## src/rtl/cdt_pkg.sv

```systemverilog
package cdt_pkg;
   localparam int ADDR_W = 3;

   typedef enum logic [ADDR_W-1:0] {
      A_STAT = 3'd0,
      A_CTRL = 3'd1,
      A_PLO  = 3'd2,
      A_PHI  = 3'd3,
      A_SLO  = 3'd4,
      A_SHI  = 3'd5
   } cdt_addr_e;

   localparam int B_TO    = 0;
   localparam int B_RUN   = 1;
   localparam int B_IEN   = 0;
   localparam int B_REP   = 1;
   localparam int B_START = 2;
   localparam int B_STOP  = 3;

   typedef struct packed {
      logic clr_to;
      logic ctl_wr;
      logic start;
      logic stop;
      logic per_lo;
      logic per_hi;
      logic snap;
   } cdt_cmd_t;
endpackage

```

## src/rtl/cdt_decode.sv

```systemverilog
module cdt_decode
   import cdt_pkg::*;
(
   input  logic              bus_wr,
   input  logic [ADDR_W-1:0] bus_addr,
   input  logic              start_bit,
   input  logic              stop_bit,
   output cdt_cmd_t          cmd
);
   always_comb begin
      cmd = '0;
      if (bus_wr) begin
         case (cdt_addr_e'(bus_addr))
            A_STAT: cmd.clr_to = 1'b1;
            A_CTRL: begin
               cmd.ctl_wr = 1'b1;
               cmd.start  = start_bit;
               cmd.stop   = stop_bit;
            end
            A_PLO:  cmd.per_lo = 1'b1;
            A_PHI:  cmd.per_hi = 1'b1;
            A_SLO,
            A_SHI:  cmd.snap   = 1'b1;
            default: ;
         endcase
      end
   end
endmodule

```

## src/rtl/cdt_regs.sv

```systemverilog
module cdt_regs
   import cdt_pkg::*;
#(
   parameter int                  HALF_W          = 16,
   parameter bit                  WRITABLE_PERIOD = 1'b1,
   parameter logic [2*HALF_W-1:0] PERIOD_INIT     = '1,
   localparam int                 CNT_W           = 2*HALF_W
)(
   input  logic              clk,
   input  logic              rst_n,
   input  logic              ctl_wr,
   input  logic              per_lo,
   input  logic              per_hi,
   input  logic [HALF_W-1:0] bus_wdata,
   input  logic              bus_rd,
   input  logic [ADDR_W-1:0] bus_addr,
   input  logic              to_flag,
   input  logic              run,
   input  logic [CNT_W-1:0]  snap,
   output logic              ien,
   output logic              rep,
   output logic [CNT_W-1:0]  period,
   output logic              load,
   output logic              load_stop,
   output logic [CNT_W-1:0]  load_val,
   output logic [HALF_W-1:0] bus_rdata
);
   logic [HALF_W-1:0] rd_mux;

   always_ff @(posedge clk) begin
      if (!rst_n) begin
         ien <= 1'b0;
         rep <= 1'b0;
      end else if (ctl_wr) begin
         ien <= bus_wdata[B_IEN];
         rep <= bus_wdata[B_REP];
      end
   end

   assign load = per_lo | per_hi;

   generate
      if (WRITABLE_PERIOD) begin : g_wr_period
         logic [CNT_W-1:0] period_q;
         always_ff @(posedge clk) begin
            if (!rst_n)
               period_q <= PERIOD_INIT;
            else if (per_lo)
               period_q[HALF_W-1:0] <= bus_wdata;
            else if (per_hi)
               period_q[CNT_W-1:HALF_W] <= bus_wdata;
         end
         always_comb begin
            load_val = period_q;
            if (per_lo)
               load_val[HALF_W-1:0] = bus_wdata;
            else if (per_hi)
               load_val[CNT_W-1:HALF_W] = bus_wdata;
         end
         assign period    = period_q;
         assign load_stop = 1'b1;
      end else begin : g_fix_period
         logic unused_wdata;
         assign unused_wdata = ^bus_wdata[HALF_W-1:2];
         assign period    = PERIOD_INIT;
         assign load_val  = PERIOD_INIT;
         assign load_stop = 1'b0;
      end
   endgenerate

   always_comb begin
      rd_mux = '0;
      case (cdt_addr_e'(bus_addr))
         A_STAT: begin
            rd_mux[B_TO]  = to_flag;
            rd_mux[B_RUN] = run;
         end
         A_CTRL: begin
            rd_mux[B_IEN] = ien;
            rd_mux[B_REP] = rep;
         end
         A_PLO:  rd_mux = period[HALF_W-1:0];
         A_PHI:  rd_mux = period[CNT_W-1:HALF_W];
         A_SLO:  rd_mux = snap[HALF_W-1:0];
         A_SHI:  rd_mux = snap[CNT_W-1:HALF_W];
         default: rd_mux = '0;
      endcase
   end

   always_ff @(posedge clk) begin
      if (!rst_n)
         bus_rdata <= '0;
      else if (bus_rd)
         bus_rdata <= rd_mux;
   end
endmodule

```

## src/rtl/cdt_count.sv

```systemverilog
module cdt_count #(
   parameter int               CNT_W      = 32,
   parameter logic [CNT_W-1:0] INIT_COUNT = '1
)(
   input  logic             clk,
   input  logic             rst_n,
   input  logic             start,
   input  logic             stop,
   input  logic             load,
   input  logic             load_stop,
   input  logic [CNT_W-1:0] load_val,
   input  logic [CNT_W-1:0] reload,
   input  logic             rep,
   input  logic             clr_to,
   output logic [CNT_W-1:0] cnt,
   output logic             run,
   output logic             to_flag
);
   logic step;
   logic at_zero;
   logic tick;

   assign step    = run & ~stop & ~load;
   assign at_zero = (cnt == '0);
   assign tick    = step & at_zero;

   always_ff @(posedge clk) begin
      if (!rst_n)
         cnt <= INIT_COUNT;
      else if (load)
         cnt <= load_val;
      else if (tick)
         cnt <= reload;
      else if (step)
         cnt <= cnt - CNT_W'(1);
   end

   always_ff @(posedge clk) begin
      if (!rst_n)
         run <= 1'b0;
      else if (load && load_stop)
         run <= 1'b0;
      else if (stop)
         run <= 1'b0;
      else if (start)
         run <= 1'b1;
      else if (tick && !rep)
         run <= 1'b0;
   end

   always_ff @(posedge clk) begin
      if (!rst_n)
         to_flag <= 1'b0;
      else if (tick)
         to_flag <= 1'b1;
      else if (clr_to)
         to_flag <= 1'b0;
   end
endmodule

```

## src/rtl/cdt_snap.sv

```systemverilog
module cdt_snap #(
   parameter int CNT_W = 32
)(
   input  logic             clk,
   input  logic             rst_n,
   input  logic             take,
   input  logic [CNT_W-1:0] cnt,
   output logic [CNT_W-1:0] snap
);
   always_ff @(posedge clk) begin
      if (!rst_n)
         snap <= '0;
      else if (take)
         snap <= cnt;
   end
endmodule

```

## src/rtl/cdt_timer.sv

```systemverilog
module cdt_timer
   import cdt_pkg::*;
#(
   parameter int                  HALF_W          = 16,
   parameter bit                  WRITABLE_PERIOD = 1'b1,
   parameter logic [2*HALF_W-1:0] PERIOD_INIT     = '1
)(
   input  logic              clk,
   input  logic              rst_n,
   input  logic              bus_wr,
   input  logic              bus_rd,
   input  logic [2:0]        bus_addr,
   input  logic [HALF_W-1:0] bus_wdata,
   output logic [HALF_W-1:0] bus_rdata,
   output logic              irq
);
   localparam int CNT_W = 2*HALF_W;

   generate
      if (HALF_W < 4) begin : g_bad_width
         $error("cdt_timer: HALF_W must hold the four control bits");
      end
   endgenerate

   cdt_cmd_t         cmd;
   logic             ien;
   logic             rep;
   logic [CNT_W-1:0] period;
   logic             load;
   logic             load_stop;
   logic [CNT_W-1:0] load_val;
   logic [CNT_W-1:0] cnt;
   logic             run;
   logic             to_flag;
   logic [CNT_W-1:0] snap;

   cdt_decode u_decode (
      .bus_wr    (bus_wr),
      .bus_addr  (bus_addr),
      .start_bit (bus_wdata[B_START]),
      .stop_bit  (bus_wdata[B_STOP]),
      .cmd       (cmd)
   );

   cdt_regs #(
      .HALF_W          (HALF_W),
      .WRITABLE_PERIOD (WRITABLE_PERIOD),
      .PERIOD_INIT     (PERIOD_INIT)
   ) u_regs (
      .clk       (clk),
      .rst_n     (rst_n),
      .ctl_wr    (cmd.ctl_wr),
      .per_lo    (cmd.per_lo),
      .per_hi    (cmd.per_hi),
      .bus_wdata (bus_wdata),
      .bus_rd    (bus_rd),
      .bus_addr  (bus_addr),
      .to_flag   (to_flag),
      .run       (run),
      .snap      (snap),
      .ien       (ien),
      .rep       (rep),
      .period    (period),
      .load      (load),
      .load_stop (load_stop),
      .load_val  (load_val),
      .bus_rdata (bus_rdata)
   );

   cdt_count #(
      .CNT_W      (CNT_W),
      .INIT_COUNT (PERIOD_INIT)
   ) u_count (
      .clk       (clk),
      .rst_n     (rst_n),
      .start     (cmd.start),
      .stop      (cmd.stop),
      .load      (load),
      .load_stop (load_stop),
      .load_val  (load_val),
      .reload    (period),
      .rep       (rep),
      .clr_to    (cmd.clr_to),
      .cnt       (cnt),
      .run       (run),
      .to_flag   (to_flag)
   );

   cdt_snap #(
      .CNT_W (CNT_W)
   ) u_snap (
      .clk   (clk),
      .rst_n (rst_n),
      .take  (cmd.snap),
      .cnt   (cnt),
      .snap  (snap)
   );

   assign irq = to_flag & ien;
endmodule

```

## config.mk

```make
export PLATFORM = sky130hd
export DESIGN_NAME = cdt_timer
export DESIGN_NICKNAME = d
export VERILOG_FILES = /design/src/rtl/cdt_pkg.sv /design/src/rtl/cdt_decode.sv /design/src/rtl/cdt_regs.sv /design/src/rtl/cdt_count.sv /design/src/rtl/cdt_snap.sv /design/src/rtl/cdt_timer.sv
export SDC_FILE = /design/constraint.sdc
export NUM_CORES = 1
export LEC_CHECK = 0
export ABC_AREA = 1
export BUFFER_PORTS_ARGS = -buffer_cell sky130_fd_sc_hd__buf_2
export CAP_MARGIN = 20
export CORE_ASPECT_RATIO = 0.75
export CORE_UTILIZATION = 50
export CTS_BUF_LIST = sky130_fd_sc_hd__clkbuf_4
export DETAILED_ROUTE_END_ITERATION = 12
export PLACE_DENSITY_LB_ADDON = 0.12
export SLEW_MARGIN = 40
export SYNTH_ARGS = -nofsm -noshare
export SYNTH_HDL_FRONTEND = slang
export SYNTH_SLANG_ARGS = --single-unit
```

## constraint.sdc

```tcl
create_clock -name clk -period 3.8 [get_ports clk]
set_clock_uncertainty 0.05 [all_clocks]
set_input_delay 0.38 -clock clk [delete_from_list [all_inputs] [get_ports clk]]
set_output_delay 0.38 -clock clk [all_outputs]
set_load 0.1 [all_outputs]
```

# Word level (Yosys, flattened, before mapping)
# Cells that the tools add are included.
[totals]
reg_bits = 116
latchBits = 0
ramBits = 0
romBits = 0
inputBits = 23
out_inout_bits = 17
elab_cells = 49
mem_count = 0
[op_classes]
addsub = 1
n_mul = 0
n_div = 0
n_lt_le_gt_ge = 0
n_eq_ne = 5
shift = 0
muxes = 18
bitwise = 8
reduce_logical = 9
[ops]
columns = ["cell", "count"]
rows = [
  ["$mux 32", 3],
  ["$pmux 14 s4", 1],
  ["$mux 16", 3],
  ["$logic_not 32->1", 1],
  ["$sub 32x1->32 const B", 1],
  ["$pmux 2 s6", 1],
  ["$mux 1", 8],
  ["$mux 7", 1],
  ["$eq 3x2->1 const B", 2],
  ["$eq 3x3->1 const B", 2],
  ["$and 1x1->1", 4],
  ["$reduce_bool 2->1", 2],
  ["$eq 3x1->1 const B", 1],
  ["$logic_not 3->1", 1],
  ["$mux 3", 1],
  ["$not 1->1", 3],
  ["$reduce_bool 3->1", 1],
  ["$reduce_or 3->1", 1],
  ["$reduce_or 2->1", 1],
  ["$logic_and 1x1->1", 1],
  ["$logic_not 1->1", 1],
  ["$or 1x1->1", 1],
]

# Logic depth before layout (Yosys ltp)
[logic_depth]
ltp_word = 11
mapped_depth = 13
ltp_nobuf = 12

# Modules after synthesis
# From an unflattened synthesis, not the netlist that was laid out.
[hier_totals]
hier_cells = 1146
area_unflattened_um2 = 6996.7
[by_module_without_submodules]
columns = ["mod", "instances", "cells_each", "area_per_inst_um2", "seq_area_each_um2"]
rows = [
  ["cdt_count", 1, 525, 2907.8, 680.7],
  ["cdt_regs", 1, 399, 2672.6, 1001.0],
  ["cdt_snap", 1, 202, 1335.0, 640.6],
  ["cdt_decode", 1, 18, 73.8, 0.0],
  ["cdt_timer", 1, 2, 7.5, 0.0],
]

# Least setup slack after synthesis
# No wires, ideal clock.
[synth_path]
path_kind = "flip-flop to flip-flop"
from = "register u_count.cnt[0]"
to = "register u_count.cnt[6]"
t_arrival_ns = 1.579
t_required_ns = 3.628
slack_ns = 2.050
path_stages_with_launch = 12
path_buffers = 2
period_less_slack_ns = 1.750
path_cell_list = "dfxtp_1 inv_1 ha_1 nand2_4 nor2_8 nand2_4 nor2_8 nand2_4 buf_6 buf_6 o21ai_2 nand3_1"
[synth_between]
elab_chain_cells = 4
[synth_rtl]
columns = ["element", "line_no", "source"]
rows = [
  ["start, declared", "cdt_count.sv:15", "output logic [CNT_W-1:0] cnt,"],
  ["start signal, assigned", "cdt_count.sv:31", "cnt <= load_val;"],
  ["start signal, assigned", "cdt_count.sv:33", "cnt <= reload;"],
  ["start signal, assigned", "cdt_count.sv:35", "cnt <= cnt - CNT_W'(1);"],
  ["$sub 32x1->32 / $logic_not 32->1 (equally long branches)", "cdt_count.sv:35, cdt_count.sv:24", ""],
  ["$mux 32 / $and 1x1->1 (equally long branches)", "cdt_count.sv:34, cdt_count.sv:25", ""],
  ["$mux 32", "cdt_count.sv:32", "else if (tick)"],
  ["$mux 32", "cdt_count.sv:30", "else if (load)"],
]
# Several ways; a longest one is shown, not always the timed one. The select of a mux whose other input is x is not followed.
# A chain may end at the register's enable or synchronous reset.

# Worst setup path after layout
[layout_path]
from = "register u_count.cnt[0]"
to = "register u_count.cnt[15]"
# The elaborated chain is that of the path after synthesis.

==> metrics.txt <==
# TYPE chip_impl_metric gauge
chip_impl_metric{name="synth_compound_gate_area_share",unit="%"} 14.6
chip_impl_info{name="synthTopCellsByArea",value="dfxtp_1, nand2_1, inv_1"} 1
chip_impl_metric{name="synth_xor_xnor_area_share",unit="%"} 2.18
chip_impl_info{name="tritoncts_clock_tree",value="built"} 1
chip_impl_metric{name="grt_start_max_net_pins",unit=""} 56
chip_impl_metric{name="post_route_cells_drive_above_1_share",unit="%"} 10.5
chip_impl_info{name="worst_path_dominant_cell_family",value="simple AND/OR/NAND/NOR gates"} 1
chip_impl_info{name="synth_top_family_by_area",value="simple AND/OR/NAND/NOR gates"} 1
chip_impl_metric{name="drcViolationCount",unit=""} 0
chip_impl_info{name="worst_path_max_delay_cell",value="inv_2"} 1
chip_impl_metric{name="setup_total_negative_slack",unit="ps"} 0
chip_impl_metric{name="total_power_per_unit_cell_area",unit="nW/um2"} 405
chip_impl_metric{name="flow.area_growth_from_synthesis",unit="%"} 9.91
chip_impl_metric{name="placed_area",unit="um2"} 6310
chip_impl_metric{name="slew_hr",unit="%"} 45.6
chip_impl_metric{name="drt.antenna.violating_nets",unit=""} 0
chip_impl_metric{name="num-fill-cells",unit=""} 1198
chip_impl_metric{name="insertedDiodeCount",unit=""} 0
chip_impl_metric{name="dp_slack",unit="ps"} 1540
chip_impl_metric{name="fin_area",unit="um2"} 6630
chip_impl_metric{name="htree_levels",unit=""} 4
chip_impl_metric{name="clock_transition_at_the_registers_of_the_reported_paths",unit="ps"} 110
chip_impl_metric{name="synth_top_area_share",unit="%"} 38.5
chip_impl_metric{name="met1Wirelength",unit="um"} 9110
chip_impl_metric{name="synthArstFlopShare",unit="%"} 0
chip_impl_metric{name="numCtsBuffers",unit=""} 17
chip_impl_metric{name="finalSetupViolCount",unit=""} 0
chip_impl_metric{name="max_capacitance_violation_count",unit=""} 0
chip_impl_metric{name="yosys.cell_types.count",unit=""} 33
chip_impl_metric{name="postLayoutSetupSlackWorst",unit="ps"} 1500
chip_impl_info{name="rsz0062_at_grt",value="false"} 1
chip_impl_info{name="routed.top_layer",value="met4"} 1
chip_impl_info{name="root_buffer",value="clkbuf_4"} 1
chip_impl_metric{name="floorplan.core_area",unit="um2"} 11700
chip_impl_metric{name="grt_pass1_wl",unit="um"} 29600
chip_impl_metric{name="synth-simple-area-share",unit="%"} 33.3
chip_impl_metric{name="route.detailed.wl_per_inst",unit="um"} 16.3
chip_impl_info{name="worstHoldPathType",value="input pin to flip-flop"} 1
chip_impl_metric{name="placementRows",unit=""} 34
chip_impl_metric{name="yosys_warnings",unit=""} 0
chip_impl_metric{name="cp_num_buf_inv",unit=""} 2
chip_impl_metric{name="port-buffer-count",unit=""} 39
chip_impl_info{name="critPathKind",value="flip-flop to flip-flop"} 1
chip_impl_metric{name="num_vias",unit=""} 6073
chip_impl_info{name="yosysMostFrequentCell",value="nand2_1"} 1
chip_impl_metric{name="critical-path-max-stage-delay",unit="ps"} 410
chip_impl_metric{name="fin_crit_sh",unit="%"} 60.5
chip_impl_metric{name="met2WireLength",unit="um"} 7320
chip_impl_info{name="outcome",value="complete, no violations"} 1
chip_impl_metric{name="design.die.area",unit="um2"} 12500
chip_impl_metric{name="total_wire_length",unit="um"} 18600
chip_impl_metric{name="dieHeight",unit="um"} 97.2
chip_impl_metric{name="synth_enable_flop_cells",unit=""} 0
chip_impl_metric{name="yosysSeqAreaShare",unit="%"} 38.5
chip_impl_info{name="synth.top_cells.by_count",value="nand2_1, inv_1, dfxtp_1"} 1
chip_impl_metric{name="final_hold_viol_count",unit=""} 0
chip_impl_metric{name="min_period",unit="ps"} 2300
chip_impl_info{name="critPathLaunchType",value="flip-flop"} 1
chip_impl_metric{name="synth.area.mux_share",unit="%"} 0
chip_impl_metric{name="clk_path_buf_depth",unit=""} 2
chip_impl_metric{name="synth.net_count",unit=""} 961
chip_impl_metric{name="synth_area",unit="um2"} 6040
chip_impl_metric{name="top_level_ports",unit=""} 40
chip_impl_info{name="netlist.top_cell.by_area",value="dfxtp_1"} 1
chip_impl_metric{name="synth-seq-cells",unit=""} 116
chip_impl_info{name="critical-path-top-cell-by-count",value="nand2_1"} 1
chip_impl_metric{name="place.detailed.hpwl",unit="um"} 13300
chip_impl_metric{name="grt_overflow",unit=""} 0
chip_impl_metric{name="maxClockFrequency",unit="MHz"} 435
chip_impl_metric{name="static-leakage-power",unit="nW"} 3.32
chip_impl_metric{name="antenna_found_initial",unit=""} 0
chip_impl_metric{name="met3_length",unit="um"} 1960
chip_impl_metric{name="tightest_slew",unit="ps"} 816
chip_impl_metric{name="die_w",unit="um"} 129
chip_impl_metric{name="cp_data_required_time",unit="ps"} 4230
chip_impl_metric{name="number_of_global_route_vias_before_repair",unit=""} 5338
chip_impl_metric{name="numClockSinks",unit=""} 116
chip_impl_metric{name="layout.nets",unit=""} 989
chip_impl_metric{name="clk_latency",unit="ps"} 540
chip_impl_metric{name="globalplace.congestion",unit=""} 1.01
chip_impl_metric{name="synth_fa_ha_area_share",unit="%"} 0.207
chip_impl_info{name="synth_flop_cell",value="dfxtp_1"} 1
chip_impl_metric{name="ir_worst_vdd",unit="mV"} 0.197
chip_impl_metric{name="detailedRoute.firstPassIterationCount",unit=""} 5
chip_impl_info{name="crit_chain",value="inv_1, ha_1, nand2_4, nor2_8, nand2_4, nor2_8, nand2_4, inv_2, nand2_1, nand2_1, nand2_1, nand2_1"} 1
chip_impl_metric{name="worstPathMaxFanout",unit=""} 20
chip_impl_metric{name="postSynthAreaPerCell",unit="um2"} 6.44
chip_impl_metric{name="drt_first_iter_violations",unit=""} 719
chip_impl_metric{name="cp_data_arrival_time",unit="ps"} 2730
chip_impl_metric{name="floorplan.initialDensity",unit="%"} 51.8
chip_impl_metric{name="via_per_inst",unit=""} 5.33
chip_impl_metric{name="finalMaxSlewViolations",unit=""} 0
chip_impl_metric{name="grt.total_usage",unit="%"} 31.5
chip_impl_info{name="setup.worst_path.end_class",value="flip-flop"} 1
chip_impl_metric{name="synthesis.instances",unit=""} 937
## sequential cells by signal, indices dropped and copies added (netlist names)
| signal | cells |
|---|---|
| u_count.cnt | 32 |
| u_count.run | 1 |
| u_count.to_flag | 1 |
| u_regs.bus_rdata | 16 |
| u_regs.ien | 1 |
| u_regs.period | 32 |
| u_regs.rep | 1 |
| u_snap.snap | 32 |
## cell families after synthesis
logic type	Yosys count
AO/OA/AOI/OAI	167
XOR/XNOR	15
adder cells (fa/ha/maj)	1
buffers and inverters	170
flip-flops	116
AND/OR/NAND/NOR	468
## cells in the final DEF, fill, tap and decap left out, types with 7 or more instances in the layout
cell      Yosys  routed
buf_2        10      38
o21ai_0      91      91
xor2_1       14      14
nand3_1      83      82
a21oi_1      52      52
clkbuf_4      0      17
o22ai_1      16      16
inv_1       128     128
nand2_1     285     285
nor2_2        7       8
nor2_1       69      68
dfxtp_1     116     116
nand3b_1      7       7
buf_4         2       8
## timing repair
item	in CTS	in global routing
hold buffers	1	0
resized for setup	0	0
endpoints found under the hold margin	1	0
setup endpoints to repair	0	0
buffers inserted	0	0
## tightest hold or removal path: stages
cell,delay (ps)
buf_2,90
nand2_1,40
nand3_1,70
## routing by layer
layer	vias up	track usage [%]
met5	-	0
met4	0	8.60
met3	21	6.39
met2	274	42.9
met1	2753	49.2
li1	3025	-
## stage by stage
step / total power (W) / cells / util, % / hold WS (ps)
2_1_floorplan: 0.00160 / 937 / - / 374
3_3_place_gp: 0.00171 / 1107 / 54.2 / 386
3_5_place_dp: 0.00171 / 1107 / 54.2 / 391
4_1_cts: 0.00269 / 1139 / 56.9 / 0.510
5_1_grt: 0.00280 / 1139 / 56.9 / 29.5
6_report: 0.00269 / 1139 / 56.9 / 36.7
## path summary, 6_finish.rpt
kind	startpoint	end	slack, ps	cells after the start
max	u_count.cnt[0]	u_count.cnt[15]	1500	12
max reg2reg	u_count.cnt[0]	u_count.cnt[15]	1500	12
min reg2reg	u_snap.snap[26]	u_snap.snap[26]	400	2
min	bus_wdata[4]	u_regs.period[20]	40	3
## where the power goes
group	internal, W	switching, W	leakage, nW	total [W]
Combinational	0.0000968	0.000252	2.21	0.000349
Sequential	0.00128	0.0000646	0.950	0.00135
Clock	0.000462	0.000530	0.155	0.000992
Total	0.00184	0.000847	3.32	0.00269
## layout make-up
| cell class | count | area, um2 | share of cell area, % |
|---|---|---|---|
| multi-input combinational | 651 | 3050 | 45.9 |
| sequential | 116 | 2320 | 35.0 |
| inverter | 132 | 495 | 7.47 |
| timing repair buffer | 47 | 260 | 3.92 |
| tap | 162 | 203 | 3.06 |
| clock inverter | 14 | 179 | 2.70 |
| clock buffer | 17 | 128 | 1.92 |
No activity file was read; power rests on OpenSTA's default activity.
